===== config.mk =====
export PLATFORM = sky130hd
export DESIGN_NAME = hostbus_bridge
export DESIGN_NICKNAME = d
export VERILOG_FILES = /design/src/rtl/hb_pkg.sv /design/src/rtl/hb_slave.sv /design/src/rtl/hb_master.sv /design/src/rtl/hb_irq.sv /design/src/rtl/hostbus_bridge.sv
export SDC_FILE = /design/constraint.sdc
export NUM_CORES = 1
export LEC_CHECK = 0
export BUFFER_PORTS_ARGS = -buffer_cell sky130_fd_sc_hd__buf_2
export CAP_MARGIN = 20
export CORE_ASPECT_RATIO = 2
export CORE_UTILIZATION = 48
export DETAILED_ROUTE_END_ITERATION = 8
export GPL_ROUTABILITY_DRIVEN = 0
export PLACE_DENSITY = 0.8
export SLEW_MARGIN = 20
export SYNTH_ARGS = -nofsm -noshare
export SYNTH_HDL_FRONTEND = slang
export SYNTH_HIERARCHICAL = 1
export SYNTH_SLANG_ARGS = --single-unit

===== constraint.sdc =====
create_clock -name clk -period 2.4 [get_ports clk]
set_clock_uncertainty 0.1 [all_clocks]
set_input_delay 0.24 -clock clk [delete_from_list [all_inputs] [get_ports clk]]
set_output_delay 0.24 -clock clk [all_outputs]
set_load 0.02 [all_outputs]

===== src/rtl/hb_pkg.sv =====
package hb_pkg;
  typedef enum logic [1:0] {
    SL_IDLE,
    SL_BUSY,
    SL_DONE
  } slv_st_e;

  typedef enum logic [2:0] {
    MS_IDLE,
    MS_REQ,
    MS_GNT,
    MS_SETUP,
    MS_STB,
    MS_RSP,
    MS_OWN,
    MS_REL
  } mst_st_e;
endpackage


===== src/rtl/hb_slave.sv =====
module hb_slave
  import hb_pkg::*;
#(
  parameter int IO_AW     = 8,
  parameter int DATA_W    = 8,
  parameter int IDX_W     = 5,
  parameter int PORT_BASE = 5
) (
  input  logic              clk,
  input  logic              rst_n,
  input  logic              en_i,
  input  logic [IO_AW-1:0]  addr_i,
  input  logic [DATA_W-1:0] data_i,
  input  logic              iorq_n_i,
  input  logic              rd_n_i,
  input  logic              wr_n_i,
  output logic              wait_n_o,
  output logic              wp_valid_o,
  input  logic              wp_ready_i,
  output logic              rp_req_o,
  input  logic              rp_valid_i,
  input  logic [DATA_W-1:0] rp_data_i,
  output logic [IDX_W-1:0]  idx_o,
  output logic [DATA_W-1:0] wdata_o,
  output logic [DATA_W-1:0] rdata_o,
  output logic              dout_oe_o
);
  localparam int BASE_W = IO_AW - IDX_W;
  localparam logic [BASE_W-1:0] BASE_V = BASE_W'(PORT_BASE);

  slv_st_e st;
  logic    is_rd;
  logic    strobe_act, hit;

  assign strobe_act = !iorq_n_i && (!rd_n_i || !wr_n_i);
  assign hit        = strobe_act && en_i && (addr_i[IO_AW-1:IDX_W] == BASE_V);

  always_ff @(posedge clk or negedge rst_n) begin
    if (!rst_n) begin
      st      <= SL_IDLE;
      is_rd   <= 1'b0;
      idx_o   <= '0;
      wdata_o <= '0;
      rdata_o <= '0;
    end else begin
      case (st)
        SL_IDLE: if (hit) begin
          st      <= SL_BUSY;
          is_rd   <= !rd_n_i;
          idx_o   <= addr_i[IDX_W-1:0];
          wdata_o <= data_i;
        end
        SL_BUSY: begin
          if (is_rd && rp_valid_i) begin
            rdata_o <= rp_data_i;
            st      <= SL_DONE;
          end else if (!is_rd && wp_ready_i) begin
            st <= SL_DONE;
          end
        end
        default: if (!strobe_act) st <= SL_IDLE;
      endcase
    end
  end

  assign wait_n_o   = !((st == SL_IDLE && hit) || st == SL_BUSY);
  assign wp_valid_o = (st == SL_BUSY) && !is_rd;
  assign rp_req_o   = (st == SL_BUSY) && is_rd;
  assign dout_oe_o  = (st == SL_DONE) && is_rd && !iorq_n_i && !rd_n_i;
endmodule


===== src/rtl/hb_master.sv =====
module hb_master
  import hb_pkg::*;
#(
  parameter int ADDR_W  = 16,
  parameter int DATA_W  = 8,
  parameter int STB_CYC = 3
) (
  input  logic              clk,
  input  logic              rst_n,
  input  logic              cmd_valid_i,
  output logic              cmd_ready_o,
  input  logic              cmd_wr_i,
  input  logic              cmd_io_i,
  input  logic              cmd_hold_i,
  input  logic [ADDR_W-1:0] cmd_addr_i,
  input  logic [DATA_W-1:0] cmd_data_i,
  output logic              rsp_valid_o,
  input  logic              rsp_ready_i,
  output logic [DATA_W-1:0] rsp_data_o,
  input  logic              busack_n_i,
  input  logic [DATA_W-1:0] bus_din_i,
  output logic              busrq_oe_o,
  output logic              bus_oe_o,
  output logic [ADDR_W-1:0] bus_addr_o,
  output logic              mreq_n_o,
  output logic              iorq_n_o,
  output logic              rd_n_o,
  output logic              wr_n_o,
  output logic [DATA_W-1:0] wdata_o,
  output logic              wdata_oe_o,
  output logic              busy_o
);
  localparam int CNT_W = $clog2(STB_CYC + 1);
  localparam logic [CNT_W-1:0] CNT_LAST = CNT_W'(STB_CYC - 1);

  mst_st_e          st;
  logic [CNT_W-1:0] cnt;
  logic             c_wr, c_io, c_hold;
  logic             take, strobe;

  assign take = cmd_ready_o && cmd_valid_i;

  always_ff @(posedge clk or negedge rst_n) begin
    if (!rst_n) begin
      st         <= MS_IDLE;
      cnt        <= '0;
      c_wr       <= 1'b0;
      c_io       <= 1'b0;
      c_hold     <= 1'b0;
      bus_addr_o <= '0;
      wdata_o    <= '0;
      rsp_data_o <= '0;
    end else begin
      if (take) begin
        c_wr       <= cmd_wr_i;
        c_io       <= cmd_io_i;
        c_hold     <= cmd_hold_i;
        bus_addr_o <= cmd_addr_i;
        wdata_o    <= cmd_data_i;
      end
      case (st)
        MS_IDLE:  if (cmd_valid_i) st <= MS_REQ;
        MS_REQ:   if (!busack_n_i) st <= MS_GNT;
        MS_GNT:   st <= cmd_valid_i ? MS_SETUP : MS_REL;
        MS_OWN:   if (cmd_valid_i) st <= MS_SETUP;
        MS_SETUP: begin
          cnt <= '0;
          st  <= MS_STB;
        end
        MS_STB: begin
          cnt <= cnt + 1'b1;
          if (cnt == CNT_LAST) begin
            if (!c_wr) begin
              rsp_data_o <= bus_din_i;
              st         <= MS_RSP;
            end else begin
              st <= c_hold ? MS_OWN : MS_REL;
            end
          end
        end
        MS_RSP:   if (rsp_ready_i) st <= c_hold ? MS_OWN : MS_REL;
        default:  if (busack_n_i) st <= MS_IDLE;
      endcase
    end
  end

  assign strobe      = (st == MS_STB);
  assign cmd_ready_o = (st == MS_GNT) || (st == MS_OWN);
  assign rsp_valid_o = (st == MS_RSP);
  assign busrq_oe_o  = !(st == MS_IDLE || st == MS_REL);
  assign bus_oe_o    = (st == MS_SETUP) || (st == MS_STB) || (st == MS_RSP) || (st == MS_OWN);
  assign mreq_n_o    = !(strobe && !c_io);
  assign iorq_n_o    = !(strobe && c_io);
  assign rd_n_o      = !(strobe && !c_wr);
  assign wr_n_o      = !(strobe && c_wr);
  assign wdata_oe_o  = c_wr && ((st == MS_SETUP) || strobe);
  assign busy_o      = (st != MS_IDLE);
endmodule


===== src/rtl/hb_irq.sv =====
module hb_irq #(
  parameter int IRQ_N = 2,
  parameter int NMI_W = 5
) (
  input  logic             clk,
  input  logic             rst_n,
  input  logic [IRQ_N-1:0] irq_req_i,
  output logic [IRQ_N-1:0] irq_n_o,
  input  logic             nmi_req_i,
  output logic             nmi_n_o
);
  localparam int CNT_W = $clog2(NMI_W + 1);

  logic [CNT_W-1:0] cnt;
  logic             req_q;

  for (genvar g = 0; g < IRQ_N; g++) begin : g_lvl
    always_ff @(posedge clk or negedge rst_n) begin
      if (!rst_n) irq_n_o[g] <= 1'b1;
      else        irq_n_o[g] <= !irq_req_i[g];
    end
  end

  always_ff @(posedge clk or negedge rst_n) begin
    if (!rst_n) begin
      cnt   <= '0;
      req_q <= 1'b0;
    end else begin
      req_q <= nmi_req_i;
      if (nmi_req_i && !req_q) cnt <= CNT_W'(NMI_W);
      else if (cnt != '0)      cnt <= cnt - 1'b1;
    end
  end

  assign nmi_n_o = (cnt == '0);
endmodule


===== src/rtl/hostbus_bridge.sv =====
module hostbus_bridge #(
  parameter int IO_AW     = 8,
  parameter int ADDR_W    = 16,
  parameter int DATA_W    = 8,
  parameter int IDX_W     = 5,
  parameter int PORT_BASE = 5,
  parameter int STB_CYC   = 3,
  parameter int IRQ_N     = 2,
  parameter int NMI_W     = 5
) (
  input  logic              clk,
  input  logic              rst_n,
  input  logic [IO_AW-1:0]  cpu_addr_i,
  input  logic [DATA_W-1:0] cpu_data_i,
  input  logic              cpu_iorq_n_i,
  input  logic              cpu_rd_n_i,
  input  logic              cpu_wr_n_i,
  output logic              cpu_wait_n_o,
  output logic              wp_valid_o,
  input  logic              wp_ready_i,
  output logic [IDX_W-1:0]  wp_idx_o,
  output logic [DATA_W-1:0] wp_data_o,
  output logic              rp_req_o,
  output logic [IDX_W-1:0]  rp_idx_o,
  input  logic              rp_valid_i,
  input  logic [DATA_W-1:0] rp_data_i,
  input  logic              cmd_valid_i,
  output logic              cmd_ready_o,
  input  logic              cmd_wr_i,
  input  logic              cmd_io_i,
  input  logic              cmd_hold_i,
  input  logic [ADDR_W-1:0] cmd_addr_i,
  input  logic [DATA_W-1:0] cmd_data_i,
  output logic              rsp_valid_o,
  input  logic              rsp_ready_i,
  output logic [DATA_W-1:0] rsp_data_o,
  output logic              busrq_oe_o,
  input  logic              busack_n_i,
  output logic              bus_oe_o,
  output logic [ADDR_W-1:0] bus_addr_o,
  output logic              bus_mreq_n_o,
  output logic              bus_iorq_n_o,
  output logic              bus_rd_n_o,
  output logic              bus_wr_n_o,
  input  logic [DATA_W-1:0] bus_din_i,
  output logic [DATA_W-1:0] bus_dout_o,
  output logic              bus_dout_oe_o,
  input  logic [IRQ_N-1:0]  irq_req_i,
  output logic [IRQ_N-1:0]  irq_n_o,
  input  logic              nmi_req_i,
  output logic              nmi_n_o
);
  logic              m_busy, m_wd_oe, s_oe;
  logic [DATA_W-1:0] m_wdata, s_rdata;
  logic [IDX_W-1:0]  s_idx;

  hb_slave #(
    .IO_AW(IO_AW), .DATA_W(DATA_W), .IDX_W(IDX_W), .PORT_BASE(PORT_BASE)
  ) u_slave (
    .clk        (clk),
    .rst_n      (rst_n),
    .en_i       (busack_n_i && !m_busy),
    .addr_i     (cpu_addr_i),
    .data_i     (cpu_data_i),
    .iorq_n_i   (cpu_iorq_n_i),
    .rd_n_i     (cpu_rd_n_i),
    .wr_n_i     (cpu_wr_n_i),
    .wait_n_o   (cpu_wait_n_o),
    .wp_valid_o (wp_valid_o),
    .wp_ready_i (wp_ready_i),
    .rp_req_o   (rp_req_o),
    .rp_valid_i (rp_valid_i),
    .rp_data_i  (rp_data_i),
    .idx_o      (s_idx),
    .wdata_o    (wp_data_o),
    .rdata_o    (s_rdata),
    .dout_oe_o  (s_oe)
  );

  hb_master #(
    .ADDR_W(ADDR_W), .DATA_W(DATA_W), .STB_CYC(STB_CYC)
  ) u_master (
    .clk         (clk),
    .rst_n       (rst_n),
    .cmd_valid_i (cmd_valid_i),
    .cmd_ready_o (cmd_ready_o),
    .cmd_wr_i    (cmd_wr_i),
    .cmd_io_i    (cmd_io_i),
    .cmd_hold_i  (cmd_hold_i),
    .cmd_addr_i  (cmd_addr_i),
    .cmd_data_i  (cmd_data_i),
    .rsp_valid_o (rsp_valid_o),
    .rsp_ready_i (rsp_ready_i),
    .rsp_data_o  (rsp_data_o),
    .busack_n_i  (busack_n_i),
    .bus_din_i   (bus_din_i),
    .busrq_oe_o  (busrq_oe_o),
    .bus_oe_o    (bus_oe_o),
    .bus_addr_o  (bus_addr_o),
    .mreq_n_o    (bus_mreq_n_o),
    .iorq_n_o    (bus_iorq_n_o),
    .rd_n_o      (bus_rd_n_o),
    .wr_n_o      (bus_wr_n_o),
    .wdata_o     (m_wdata),
    .wdata_oe_o  (m_wd_oe),
    .busy_o      (m_busy)
  );

  hb_irq #(.IRQ_N(IRQ_N), .NMI_W(NMI_W)) u_irq (
    .clk       (clk),
    .rst_n     (rst_n),
    .irq_req_i (irq_req_i),
    .irq_n_o   (irq_n_o),
    .nmi_req_i (nmi_req_i),
    .nmi_n_o   (nmi_n_o)
  );

  assign wp_idx_o      = s_idx;
  assign rp_idx_o      = s_idx;
  assign bus_dout_o    = s_oe ? s_rdata : m_wdata;
  assign bus_dout_oe_o = s_oe || m_wd_oe;
endmodule


# [Word-level counts from Yosys, hierarchy flattened]
# Cells that the tools add are included.
[word_totals] ff_bits=70 input_bits=72 output_inout_bits=65 word_cells=114
[classes] add_sub_neg=2 eq_ne=19 muxes=19 n_bitwise=1 reduce_logical=56
[ops] op="$mux 3" count=10
[ops] op="$pmux 3 s7" count=1
[ops] op="$logic_and 1x1->1" count=19
[ops] op="$logic_not 1->1" count=16
[ops] op="$eq 3x3->1 const B" count=5
[ops] op="$logic_or 1x1->1" count=8
[ops] op="$mux 2" count=4
[ops] op="$mux 8" count=1
[ops] op="$ne 2x2->1 const B" count=4
[ops] op="$pmux 2 s2" count=2
[ops] op="$reduce_bool 8->1" count=1
[ops] op="$eq 3x2->1 const B" count=2
[ops] op="$logic_not 3->1" count=2
[ops] op="$reduce_and 3->1" count=2
[ops] op="$reduce_and 6->1" count=1
[ops] op="$reduce_bool 3->1" count=2
[ops] op="$eq 2x2->1 const B" count=2
[ops] op="$ne 2x1->1 const B" count=2
[ops] op="$reduce_and 2->1" count=2
[ops] op="$reduce_bool 2->1" count=2
[ops] op="$eq 3x1->1 const B" count=1
[ops] op="$ne 3x1->1 const B" count=1
[ops] op="$ne 3x3->1 const B" count=1
[ops] op="$sub 3x1->3 const B" count=1
[ops] op="other kinds (5)" count=5

# [Logic depth before layout (Yosys ltp)]
# Gate-level depths: netlist (run 1).
[depth] depth_word=8 depth_mapped=8 mapped_depth_nobuf=6

# [Hierarchy]
# Netlist (run 1), hierarchy kept.
[modules_own_cells] mod="hb_master" n_inst=1 cells_per_inst=131 area_each_um2=1757.9 seq_area_each_um2=1001.0
[modules_own_cells] mod="hb_slave" n_inst=1 cells_per_inst=67 area_each_um2=1022.2 seq_area_each_um2=600.6
[modules_own_cells] mod="hb_irq" n_inst=1 cells_per_inst=22 area_each_um2=260.2 seq_area_each_um2=152.6
[modules_own_cells] mod="hostbus_bridge" n_inst=1 cells_per_inst=16 area_each_um2=181.4 seq_area_each_um2=0.0

# [Least setup slack after synthesis (run 1)]
# OpenSTA, ideal clock, no wires.
[synth_path] kind="register to output" from="register u_master.st[0]" to="output port cpu_wait_n_o" arrival_time_ns=1.768 required_time_ns=2.060 path_slack_ns=0.292 stages_incl_launch_ff=9 cell_sequence="dfrtp_1 -> clkbuf_1 -> nor2_1 -> nand2_1 -> nor2b_1 -> nor4b_4 -> nand4_4 -> buf_6 -> and2_1"
[synth_via] elab_chain_len=8
[synth_rtl] item="start, declared" line="hb_master.sv:36" rtl="mst_st_e st;"
[synth_rtl] item="start signal, assigned" line="hb_master.sv:64" rtl="MS_GNT: st <= cmd_valid_i ? MS_SETUP : MS_REL;"
[synth_rtl] item="start signal, assigned" line="hb_master.sv:77" rtl="st <= c_hold ? MS_OWN : MS_REL;"
[synth_rtl] item="start signal, assigned" line="hb_master.sv:81" rtl="MS_RSP: if (rsp_ready_i) st <= c_hold ? MS_OWN : MS_REL;"
[synth_rtl] item="$reduce_bool 3->1" line="hb_master.sv:97" rtl="assign busy_o = (st != MS_IDLE);"
[synth_rtl] item="via m_busy" line="hostbus_bridge.sv:53" rtl="logic m_busy, m_wd_oe, s_oe;"
[synth_rtl] item="$logic_not 1->1" line="hostbus_bridge.sv:62" rtl=".en_i (busack_n_i && !m_busy),"
[synth_rtl] item="$logic_and 1x1->1" line="hostbus_bridge.sv:62"
[synth_rtl] item="$logic_and 1x1->1 (2 in a row)" line="hb_slave.sv:36" rtl="assign hit = strobe_act && en_i && (addr_i[IO_AW-1:IDX_W] == BASE_V);"
[synth_rtl] item="$logic_and 1x1->1" line="hb_slave.sv:66" rtl="assign wait_n_o = !((st == SL_IDLE && hit) || st == SL_BUSY);"
[synth_rtl] item="$logic_or 1x1->1" line="hb_slave.sv:66"
[synth_rtl] item="$logic_not 1->1" line="hb_slave.sv:66"
[synth_rtl] item="end, declared" line="hostbus_bridge.sv:18" rtl="output logic cpu_wait_n_o,"
# The timed path passes the listed nets, and every way through them passes these cells.

# [Worst setup path in the final report (run 1)]
[layout_path] from="register u_master.st[1]" to="output port cpu_wait_n_o"
# The elaborated chain is that of the path after synthesis.

==> summary.txt, run 1 <==
Logic synthesis
  • Cell variety after synth: 42
  • Top_reg_cell synth: dfrtp_1
  • Mapped Cells: 236
  • Mapped Area: 0.003222 mm^2
  • Synthesized area per cell: 13.65 um^2
  • Seq/Total Area, Yosys: 54.45%
  • Post-synth EDFFs: 0
  • Syn. warnings: 6
  • Syn nets: 311
  • Ys async rst share: 100.0%
  • Flops & latches, synth: 70

Clocking
  • Cts bufs inserted: 9
  • Clk buf depth: 2
  • CTS tree: yes
  • H-tree depth: 3
  • Clk Latency, worst-skew pair: 0.32 ns
  • Clock transition at path regs: 0.05 ns
  • Clock tree root buffer cell: clkbuf_16
  • CTS Sinks: 70

Global routing
  • Total GRT Usage: 21.06%
  • Vias in the first global route: 2438
  • Total grt overflow: 0
  • First-pass GRT wire length: 10870 um
  • Initial antenna violation count: 0
  • Largest net degree at the start of global routing: 47

Die
  • DIE AREA: 0.007063 mm^2
  • Initial Utilization: 50.24%
  • Cell Rows: 41
  • I/O Pins: 137
  • Die Ht: 117.9 um
  • Die X-Extent: 59.93 um
  • Core ar.: 0.006412 mm^2

Pwr
  • Pwr dens: 1341 mW/mm^2
  • Logic pwr share: 41.4%
  • Clock network power share: 25.9%
  • Peak VDD IR: 0.0006777 V
  • Int Pwr: 3.826 mW
  • Sw Ratio: 34.93%
  • LEAKAGE: 2.313 nW
  • Switching Power: 2.054 mW
  • Reg power frac: 32.7%

STA
  • Period utilization: 92.01%
  • Fmax: 452.8 MHz
  • Actual slew at the worst max-slew pin: 0.6691 ns
  • Setup violators final: 0
  • Hold Violations, Final: 0
  • Slew Limit Fails: 0
  • RSZ-0062 raised after global routing: false
  • Setup TNS: 0 ns
  • Period minus WS final: 2.208 ns
  • Relative slew slack: 55.23%

Job
  • Max-Cap Viols: 0

Detailed routing
  • # DRC: 0
  • Wirelength per Cell: 14.63 um
  • Via density: 4.975
  • DRT iter0 DRCs: 84
  • Drt pass-1 iters: 4
  • Antenna viol nets, final: 0
  • Final WL: 6948 um
  • Vias: 2363

Worst setup path
  • Setup crit start kind: flip-flop
  • Crit path capture type: output port
  • CP required: 2.06 ns
  • Kind of critical path: reg -> out
  • Worst endpoint data arrival time: 1.87 ns
  • CP max FO: 6

Place
  • Final HPWL DP: 5111 um
  • PortBufs: 136

Run status
  • Status: complete, no violations

Finish
  • Area Growth Syn to Fin: 36.12%
  • Utilization after layout: 68.39%
  • Final nets: 459
  • Antenna Cells: 0
  • Share of cells above drive strength 1: 60.41%
  • Commonest non-fill, non-tap cell in the layout: buf_2
  • Highest-count cells in the layout ignoring fill and taps: buf_2 (136), dfrtp_1 (68), mux2_2 (49), mux2_4 (15)

Hold path
  • Worst Hold Class: in -> reg
## cell type report
cell class | instances | area, um^2
clock buffer | 13 | 260.3
clock inverter | 3 | 90.09
fill | 477 | 2027
inverter | 12 | 45.04
multi-input combinational | 142 | 1328
sequential | 70 | 1754
tap | 86 | 107.6
timing repair buffer | 149 | 800.8
## logic make-up after synthesis
logic type               share of synthesized area [%]
multiplexers                                     25.36
AND/OR/NAND/NOR                                  9.437
flip-flops                                       54.45
AO/OA/AOI/OAI                                    4.505
XOR/XNOR                                        0.5438
buffers and inverters                            4.544
adder cells (fa/ha/maj)                          1.165
## flip-flops by register name, summed over array words and instances (netlist names)
signal / cells
u_master/c_io: 1
u_master/st: 3
u_master/wdata_o: 8
u_slave/st: 2
u_slave/wdata_o: 8
u_master/c_wr: 1
u_irq/irq_n_o: 2
u_slave/rdata_o: 8
u_slave/idx_o: 5
u_irq/req_q: 1
u_master/c_hold: 1
u_irq/cnt: 3
u_master/cnt: 2
u_master/bus_addr_o: 16
u_master/rsp_data_o: 8
u_slave/is_rd: 1
## synth_stat cells (2+ instances only)
master | instances | area share (%)
mux2_4 | 15 | 7.0
nand2_1 | 13 | 1.5
buf_6 | 5 | 1.7
mux2_2 | 49 | 17
dfstp_2 | 2 | 1.6
nor2_1 | 13 | 1.5
a21oi_1 | 3 | 0.47
xnor2_1 | 2 | 0.54
nand2b_1 | 2 | 0.39
or3_1 | 2 | 0.39
buf_4 | 5 | 1.2
dfrtp_1 | 68 | 53
mux2i_1 | 4 | 1.2
o22ai_1 | 2 | 0.39
ha_1 | 3 | 1.2
nor2b_1 | 4 | 0.78
a211oi_1 | 2 | 0.47
o21a_1 | 2 | 0.47
o221ai_1 | 2 | 0.54
clkbuf_1 | 2 | 0.23
inv_1 | 12 | 1.4
nor3_1 | 2 | 0.31
o21ai_0 | 3 | 0.47
## layer usage
metal / global-route usage, % / wire [um]
met1: 21.41 / 2367
met3: 5.165 / 360
met4: 11.92 / 263
met5: 0 / 0
met2: 36.88 / 3957
## worst max-delay path, stage by stage (launching register included)
cell,delay (ns)
dfrtp_1,0.37
nor2_1,0.17
nand2_1,0.11
nor2b_1,0.15
nor4b_4,0.26
nand4_4,0.16
and2_1,0.17
buf_2,0.15
## repair_timing
| item | CTS | global route |
|---|---|---|
| gates resized for setup | 0 | 0 |
| endpoints found under the setup margin | 0 | 1 |
| hold buffers | 4 | 0 |
| setup buffers | 0 | 3 |
| hold endpoints to repair | 27 | 0 |
## final timing paths
kind	to	slack [ns]	cells after the start	startpoint
min in group asynchronous	u_irq/cnt[2]	0.36	2	rst_n
hold / removal	u_slave/wdata_o[6]	0.04	2	cpu_data_i[6]
setup reg to reg	u_slave/wdata_o[5]	0.32	8	u_master/st[1]
setup / recovery	cpu_wait_n_o	0.19	7	u_master/st[1]
max in group asynchronous	u_irq/irq_n_o[1]	1.15	3	rst_n
hold reg to reg	u_master/rsp_data_o[3]	0.40	1	u_master/rsp_data_o[3]
## power by group through the flow
stage / Combinational [mW] / Sequential, mW / Clock (mW)
2_1_floorplan: 1.38 / 2.27 / 0
3_3_place_gp: 2.37 / 1.92 / 0
3_5_place_dp: 2.43 / 1.94 / 0
4_1_cts: 2.46 / 1.93 / 1.56
5_1_grt: 2.62 / 1.98 / 1.61
6_report: 2.43 / 1.92 / 1.52
## stage by stage
| step | hold WS, ns | setup WS (ns) | cell area [um^2] | power (mW) | std cells |
|---|---|---|---|---|---|
| 5_1_grt | 0.03419 | 0.02704 | 4385 | 6.213 | 475 |
| 3_3_place_gp | 0.1674 | 0.3886 | 3973 | 4.286 | 452 |
| 2_1_floorplan | -0.1556 | 0.2917 | 3222 | 3.645 | 236 |
| 4_1_cts | 0.03166 | 0.05474 | 4363 | 5.941 | 472 |
| 3_5_place_dp | 0.1730 | 0.3322 | 3973 | 4.374 | 452 |
| 6_report | 0.04211 | 0.1917 | 4385 | 5.879 | 475 |
(Power assumes the default switching activity.)
==> inputs of run 2 (changes only) <==
--- a/config.mk
+++ b/config.mk
@@ -8,10 +8,12 @@
 export BUFFER_PORTS_ARGS = -buffer_cell sky130_fd_sc_hd__buf_2
 export CAP_MARGIN = 20
 export CORE_ASPECT_RATIO = 2
+export CORE_MARGIN = 2
 export CORE_UTILIZATION = 48
 export DETAILED_ROUTE_END_ITERATION = 8
 export GPL_ROUTABILITY_DRIVEN = 0
 export PLACE_DENSITY = 0.8
+export SKIP_CTS_REPAIR_TIMING = 1
 export SLEW_MARGIN = 20
 export SYNTH_ARGS = -nofsm -noshare
 export SYNTH_HDL_FRONTEND = slang
==> summary.txt, run 2 (same netlist as run 1, synthesis figures left out) <==
Run status
  • Status: complete, no violations

Pwr
  • Clock network power share: 22.3% (-3.6 points)
  • Int Pwr: 3.532 mW (-7.7%)
  • Pwr dens: 1288 mW/mm^2 (-3.9%)
  • Peak VDD IR: 0.0005623 V (-17%)
  • Switching Power: 2.068 mW (+0.68%)
  • Reg power frac: 34.5% (+1.8 points)
  • LEAKAGE: 2.297 nW (-0.69%)
  • Logic pwr share: 43.2% (+1.8 points)
  • Sw Ratio: 36.92% (+2.0 points)

Clocking
  • Clk Latency, worst-skew pair: 0.32 ns (about the same)
  • Clock tree root buffer cell: clkbuf_16
  • Cts bufs inserted: 9 (unchanged)
  • Clock transition at path regs: 0.05 ns (about the same)
  • CTS tree: yes
  • Clk buf depth: 2 (unchanged)
  • H-tree depth: 3 (unchanged)
  • CTS Sinks: 70 (unchanged)

Place
  • PortBufs: 136 (unchanged)
  • Pre-CTS WS: 0.3411 ns (+0.008845 ns)
  • Final HPWL DP: 5292 um (+3.5%)

Finish
  • Largest register FFs: 16 (unchanged)
  • Area Growth Syn to Fin: 34.95%
  • Fill cells: 508 (+6.5%)
  • Final nets: 462 (+0.65%)
  • Highest-count cells in the layout ignoring fill and taps: buf_2 (136), dfrtp_1 (68), mux2_2 (49), mux2_4 (15)
  • Antenna Cells: 0 (unchanged)
  • Utilization after layout: 66.19% (-2.2 points)
  • Share of cells above drive strength 1: 60.97% (+0.56 points)
  • Commonest non-fill, non-tap cell in the layout: buf_2
  • Biggest register: u_master/bus_addr_o

Global routing
  • Vias in the first global route: 2401 (-1.5%)
  • Largest net degree at the start of global routing: 40 (-15%)
  • Initial antenna violation count: 0 (unchanged)
  • Total grt overflow: 0 (unchanged)
  • Total GRT Usage: 19.83% (-1.2 points)
  • First-pass GRT wire length: 10870 um (about the same)

Detailed routing
  • Drt pass-1 iters: 4 (unchanged)
  • # DRC: 0 (unchanged)
  • Wirelength per Cell: 14.96 um (+2.3%)
  • DRT iter0 DRCs: 153 (+82%)
  • Final WL: 7182 um (+3.4%)
  • Via density: 4.950 (-0.50%)
  • Antenna viol nets, final: 0 (unchanged)
  • Vias: 2376 (+0.55%)

Die
  • Cell Rows: 42 (+2.4%)
  • Initial Utilization: 49.05% (-1.2 points)
  • Core ar.: 0.006569 mm^2 (+2.4%)
  • Die X-Extent: 61.93 um (+3.3%)
  • Die Ht: 119.9 um (+1.7%)
  • I/O Pins: 137 (unchanged)
  • DIE AREA: 0.007423 mm^2 (+5.1%)

STA
  • Setup violators final: 0 (unchanged)
  • RSZ-0062 raised after global routing: false
  • Fmax: 460.1 MHz (+1.6%)
  • Setup ws final: 0.2264 ns (+0.03467 ns)
  • Setup TNS: 0 ns (unchanged)
  • Relative slew slack: 51.23% (-4.0 points)
  • Slew Limit Fails: 0 (unchanged)
  • Period utilization: 90.57% (-1.4 points)
  • Hold Violations, Final: 0 (unchanged)
  • Period minus WS final: 2.174 ns (-0.03467 ns)
  • Actual slew at the worst max-slew pin: 0.7315 ns (+0.06234 ns)

Worst setup path
  • Kind of critical path: reg -> out
  • Setup crit start kind: flip-flop
  • CP required: 2.06 ns (about the same)
  • Crit path capture type: output port
  • CP max FO: 9 (+3)
  • Worst endpoint data arrival time: 1.83 ns (-0.04 ns)

Job
  • Max-Cap Viols: 0 (unchanged)

Hold path
  • Worst Hold Class: in -> reg
[run 2: area by class of cell]
type                    instances  area, um^2  area share, %
multi-input cells             142        1328          30.53
flip-flops and latches         70        1754          40.35
repair buffers                152       823.3          18.94
clock buffers                  13       270.3          6.216
inverters                      12       45.04          1.036
well taps                      88       110.1          2.532
clock inverters                 3       17.52         0.4029
[run 2: final timing paths]
check / depth (start not counted) / start / to / slack [ns]
worst max-delay path: 7 / u_master/st[1] / cpu_wait_n_o / 0.23
worst min-delay path: 2 / rp_data_i[0] / u_slave/rdata_o[0] / 0.04
worst max register to register: 8 / u_master/st[1] / u_slave/wdata_o[4] / 0.38
worst min register to register: 1 / u_master/bus_addr_o[14] / u_master/bus_addr_o[14] / 0.40
max in group asynchronous: 3 / rst_n / u_master/rsp_data_o[5] / 1.12
min in group asynchronous: 2 / rst_n / u_slave/rdata_o[3] / 0.41
[run 2: worst max-delay path, stage by stage (launching register included)]
cell and delay (ns):
dfrtp_1 0.37, nor2_1 0.17, nand2_1 0.09, nor2b_1 0.12
nor4b_4 0.24, nand4_4 0.18, and2_1 0.18, buf_2 0.15
[run 2: metrics by stage]
step / power, mW / instances / hold slack, ns / instance area (um^2)
5_1_grt: 5.936 / 480 / 0.03318 / 4348
2_1_floorplan: 3.645 / 236 / -0.1556 / 3222
3_5_place_dp: 4.370 / 454 / 0.2387 / 3975
4_1_cts: 5.640 / 470 / -0.1171 / 4263
6_report: 5.599 / 480 / 0.04284 / 4348
3_3_place_gp: 4.288 / 454 / 0.2259 / 3975
[run 2: power groups by stage]
stage / Sequential, mW / Combinational (mW) / Clock [mW]
finish: 1.93 / 2.42 / 1.25
CTS: 1.93 / 2.43 / 1.28
detailed placement: 1.94 / 2.42 / 0
floorplan: 2.27 / 1.38 / 0
global placement: 1.92 / 2.37 / 0
global route: 1.99 / 2.60 / 1.34
[run 2: per-layer routing]
layer  GRT usage, %  part of all wire, %  up-vias
li1               -                    -     1116
met1          21.08                   35     1161
met2          34.47                   58       78
met3          3.987                  4.3       21
met4          10.64                  3.1        0
met5              0                    0        -
